$ cat src/rtl/irq_mask_gate.sv
module irq_mask_gate #(
  parameter int LVL_W = 5
) (
  input  logic             clk,
  input  logic             rst_n,
  input  logic             wr_en,
  input  logic [LVL_W-1:0] wr_level,
  input  logic             req_valid,
  input  logic [LVL_W-1:0] req_level,
  input  logic             irq_enable,
  output logic             accept,
  output logic [LVL_W-1:0] mask_level
);

  localparam logic [LVL_W-1:0] RST_LVL = {1'b0, {(LVL_W-1){1'b1}}};

  logic [LVL_W-1:0] mask_q;
  logic             acc_q;
  logic             take;
  logic [LVL_W-1:0] sw_val;

  assign take   = req_valid && irq_enable && (mask_q > req_level);
  assign sw_val = mask_q[LVL_W-1] ? {1'b1, wr_level[LVL_W-2:0]} : wr_level;

  always_ff @(posedge clk or negedge rst_n) begin
    if (!rst_n) begin
      mask_q <= RST_LVL;
      acc_q  <= 1'b0;
    end else begin
      acc_q <= take;
      if (take)
        mask_q <= req_level;
      else if (wr_en)
        mask_q <= sw_val;
    end
  end

  assign accept     = acc_q;
  assign mask_level = mask_q;

endmodule

$ cat config.mk
export PLATFORM = sky130hd
export DESIGN_NAME = irq_mask_gate
export DESIGN_NICKNAME = d
export VERILOG_FILES = /design/src/rtl/irq_mask_gate.sv
export SDC_FILE = /design/constraint.sdc
export NUM_CORES = 1
export LEC_CHECK = 0
export BUFFER_PORTS_ARGS = -buffer_cell sky130_fd_sc_hd__buf_4
export CAP_MARGIN = 10
export CORE_AREA = 8 8 45 47
export DETAILED_ROUTE_END_ITERATION = 12
export DIE_AREA = 0 0 53 55
export PLACE_DENSITY = 0.6
export SYNTH_ARGS = -nofsm -noshare
export SYNTH_HDL_FRONTEND = slang
export SYNTH_SLANG_ARGS = --single-unit
$ cat constraint.sdc
create_clock -name clk -period 2.1 [get_ports clk]
set_input_delay 0.105 -clock clk [delete_from_list [all_inputs] [get_ports clk]]
set_output_delay 0.105 -clock clk [all_outputs]
set_load 0.1 [all_outputs]
== After elaboration in Yosys (flattened, before gate mapping) ==
Index checks and enable logic that the tools add are counted.

* Flip-flop bits (word level): 6
* Latch bits: 0
* RAM bits: 0
* Memory bits (read-only): 0
* Input port bits: 15
* Output and inout bits: 6
* Word-level logic and storage cells: 9
* Memories kept: 0

* Add/subtract/negate cells: 0
* Multipliers: 0
* Divide/modulo/power cells: 0
* $lt $le $gt $ge: 1
* Equal/unequal tests: 0
* Shift-type cells: 0
* Multiplexer cells: 3
* Bitwise logic cells: 0
* Reduce and logical (&&, ||, !) cells: 3

{| class="wikitable"
|+ Operators with widths
! kind !! number
|-
| $mux W5 || 3
|-
| $gt A5 B5 Y1 || 1
|-
| $logic_and A1 B1 Y1 || 2
|-
| $reduce_bool A2 Y1 || 1
|}

== Depth between registers and ports, before layout ==
* Depth after elaboration: 3
* Mapped depth: 6
* Mapped depth without buffers: 6

== Least setup slack after synthesis ==
Ideal clock, no wire load.

* Kind: register to register
* Start point: register mask_q[4] (netlist: mask_level[4])
* End point: register mask_q[0] (netlist: mask_level[0])
* Library setup time: 82 ps
* Arrival: 2,130 ps
* Data required time: 2,018 ps
* Path slack: -112 ps
* Cell stages (with the launch flop): 6
* Path buffers: 0
* Clock period less this slack: 2,212 ps
* Path through: dfrtp_1 > ha_1 > nand4_2 > o221ai_2 > o2111ai_4 > mux2_4

* Longest elaborated chain between the ends: 3
* Elaborated cells between the ends (all ways): 4
* Those cells by class: order compare (1); mux (1); reduce/logical (2)

{| class="wikitable"
|+ RTL lines
! what !! RTL line !! text
|-
| from (decl) || 17 || <nowiki>logic [LVL_W-1:0] mask_q;</nowiki>
|-
| from (signal assigned) || 32 || <nowiki>mask_q <= req_level;</nowiki>
|-
| from (signal assigned) || 34 || <nowiki>mask_q <= sw_val;</nowiki>
|-
| $gt A5 B5 Y1 * || 22 || <nowiki>assign take = req_valid && irq_enable && (mask_q > req_level);</nowiki>
|-
| $logic_and A1 B1 Y1 * || 22 ||
|-
| $mux W5 or $reduce_bool A2 Y1 (tied branches) || n/a ||
|}

Every way passes the cells marked *; elsewhere a longest branch is shown, timed or not.
A chain may end at the register's enable or synchronous reset.

== Final worst setup path ==
Ends and elaborated chain as after synthesis.

==> results by group <==
Status
  • Status: finished, final reports clean

CTS
  • Postcts setup bufs: 0
  • CTS H-Tree Depth: 1
  • Post_cts resized: 0
  • Clock sink count: 6
  • Root Driver: clkbuf_4
  • Worst skew pair latency: roughly 0.25 ns
  • Clk slew on worst S/H paths: roughly 0.050 ns
  • CTS buffer count: 3
  • CTS Buffer Depth: 2
  • CTS tree: yes

Finish
  • FILL cells: around 140
  • P&R area growth vs syn: 49.24%
  • Diodes inserted: 0
  • Layout cells sized above 1: 53.33%
  • Finished Cell Area: 618.1 um2
  • Utilization after layout: 44.67%
  • Fin nets: slightly above 80
  • Non-filler cells, final: between 70 and 80

Floorplan
  • Num rows: 14
  • Io pins: 21
  • Die Area: 2915 um2
  • Core box area: 1384 um2
  • Die Y: 55 um
  • Initial Utilization: 29.93%
  • Die X: 53 um

Job
  • Max Cap Violations: 0

Setup path
  • CP max FO: 6
  • CP startpoint kind: flop
  • Critical path arrival: between 1.5 and 2 ns
  • CP endpoint kind: flop
  • Worst Path Required: 2.28 ns
  • Critical path class: flop to flop

Drt
  • Detailed Routing Iterations Pass 1: 1
  • Vias: 338
  • DRC: 0
  • DR iter-0 viols: 0
  • Total wire length: 990 um
  • Wire per inst: 13.03 um
  • Via density: 4.447
  • Post-route ant nets: 0

STA
  • Sum Neg Setup Slack: 0 ns
  • Setup Viol. Count Final: 0
  • Unrepaired setup endpoints after global routing: no
  • Clk_skew: 0.01147 ns
  • Crit share post-route: 83.35%
  • Final hold vios: 0
  • Max Slew Vio Count: 0
  • Slew margin rel.: between 70% and 80%
  • Post-layout min period: 1.750 ns
  • Slew @ Worst Pin: about 0.33 ns
  • F_max: roughly 0.57 GHz

Synthesis
  • Sequential cell area fraction in the yosys report: 37.46%
  • Synth warnings: 0
  • Mapped Area: about 410 um2
  • Mux cell area share after synthesis: approximately a fifth
  • Largest family of logic cells by synthesized area: multiplexers
  • Synth Area in Simple Gates: 4.834%
  • Netlist cell types: 13
  • Biggest area consumer among synthesized cells: dfstp_2
  • Synthesized flop and latch total: 6
  • Top-area cell type share of the netlist area: 25.38%
  • Syn Area/Cell: 11.50 um2
  • Cell count after synthesis: 36
  • Syn Nets: 56
  • Synth area leaders: dfstp_2 (25%), mux2i_1 (17%), ha_1 (15%), dfrtp_1 (12%), inv_1 (6.3%)
  • Xor/xnor share of the synthesized area: 0%
  • Compound-gate portion of the synthesized area: between 10 and 15%
  • Adder-Cell Fraction of Synth Area: between 10% and 20%

GRT
  • Congestion Overflow GR: 0
  • Pin count of the biggest net entering global routing: 7
  • First-pass GRT wire length: between 1.5 and 2 mm
  • Number of global-route vias before repair: about 400
  • Gr usage total: 8.055%
  • Initial antenna violation count: 0

Placed design
  • Placed cell area: between 500 and 600 um2
  • Gpl congestion: about 0.69
  • Placed Instances: 71
  • IO Port Bufs: 20
  • DPL Wire Length: 815.8 um

Pwr
  • Peak supply drop: approximately 0.42 mV
  • Total power per unit cell area: roughly 900 nW/um2
  • Static leakage: about 0.34 nW

Worst hold path
  • Worst hold path type: input pin to flop
[cell type report]
| class | instances | area (um2) | area share, % |
|---|---|---|---|
| Clock buffer | 4 | 26.28 | 4.251 |
| Sequential cell | 6 | 156.4 | 25.30 |
| Inverter | 7 | 26.28 | 4.251 |
| Timing Repair Buffer | 21 | 160.2 | 25.91 |
| Multi-Input combinational cell | 22 | 229.0 | 37.04 |
| Tap cell | 16 | 20.02 | 3.239 |
[through the flow]
step	hold WS, ns	setup WS [ns]	power [mW]
3_3_place_gp	-0.07796	0.3665	0.4558
2_1_floorplan	-0.1906	0.03903	0.3875
6_report	0.09373	0.3496	0.5717
4_1_cts	0.08513	0.3284	0.5852
3_5_place_dp	-0.07782	0.3391	0.4572
5_1_grt	0.08304	0.2379	0.6117
[power by group]
group | leakage, nW | internal, mW | switching, mW | total, mW
logic | 0.261 | 0.0864 | 0.208 | 0.294
registers | 0.0649 | 0.145 | 0.0130 | 0.158
clock network | 0.0150 | 0.0723 | 0.0469 | 0.119
[cell usage in the layout (no fill, tap or decap)]
master,netlist,final
buf_4,0,20
inv_1,7,7
mux2i_1,7,7
ha_1,5,5
dfstp_2,4,4
a21oi_1,3,3
clkbuf_4,0,3
nand2_1,2,2
nand4_2,1,1
o221ai_2,1,1
o2111ai_4,1,1
o21ai_0,1,1
mux2_4,1,1
dfrtp_1,2,1
clkbuf_1,0,1
dlygate4sd3_1,0,1
dfrtp_2,0,1
[path summary, 6_finish.rpt]
kind	cells past startpoint	from	to	slack (ns)
worst max register to register	5	mask_level[4]	mask_level[0]	0.35
max in group asynchronous	2	rst_n	mask_level[2]	1.69
min in group asynchronous	2	rst_n	mask_level[4]	0.20
worst min register to register	2	mask_level[2]	mask_level[2]	0.58
worst min-delay path	2	req_level[0]	mask_level[0]	0.09
worst max-delay path	5	mask_level[4]	mask_level[0]	0.35
[synth_stat cells]
library cell	n
a21oi_1	3
nand4_2	1
o221ai_2	1
o2111ai_4	1
nand2_1	2
ha_1	5
o21ai_0	1
dfrtp_1	2
buf_1	1
dfstp_2	4
mux2_4	1
inv_1	7
mux2i_1	7
[state kept, by name, indices dropped and copies added (netlist names)]
name	flops
accept	1
mask_level	5
[metal layers]
metal | vias up | wire length (um) | global-route usage (%) | part of all wire, %
li1 | 174 | - | - | -
met1 | 147 | 380 | 8.270 | 38
met2 | 17 | 464 | 12.50 | 47
met3 | 0 | 145 | 6.150 | 15
met4 | 0 | 0 | 2.586 | 0
met5 | - | 0 | 0 | 0
[logic make-up (layout without fill, tap and decap cells)]
| logic type | after synthesis | in the layout |
|---|---|---|
| adder cells (fa/ha/maj) | 5 | 5 |
| multiplexers | 8 | 8 |
| AND/OR/NAND/NOR | 3 | 3 |
| flip-flops | 6 | 6 |
| buffers and inverters | 8 | 32 |
| AO/OA/AOI/OAI | 6 | 6 |
[worst max-delay path, cell delays in order, from the launching register on]
cell       delay, ns
dfrtp_2         0.41
ha_1            0.32
nand4_2         0.15
o221ai_2        0.23
o2111ai_4       0.23
mux2_4          0.34
[repair_timing]
item	in CTS	in global routing
hold buffers	1	0
hold endpoints to repair	6	0
setup endpoints to repair	0	0
Power figures use the tool's default switching activity.
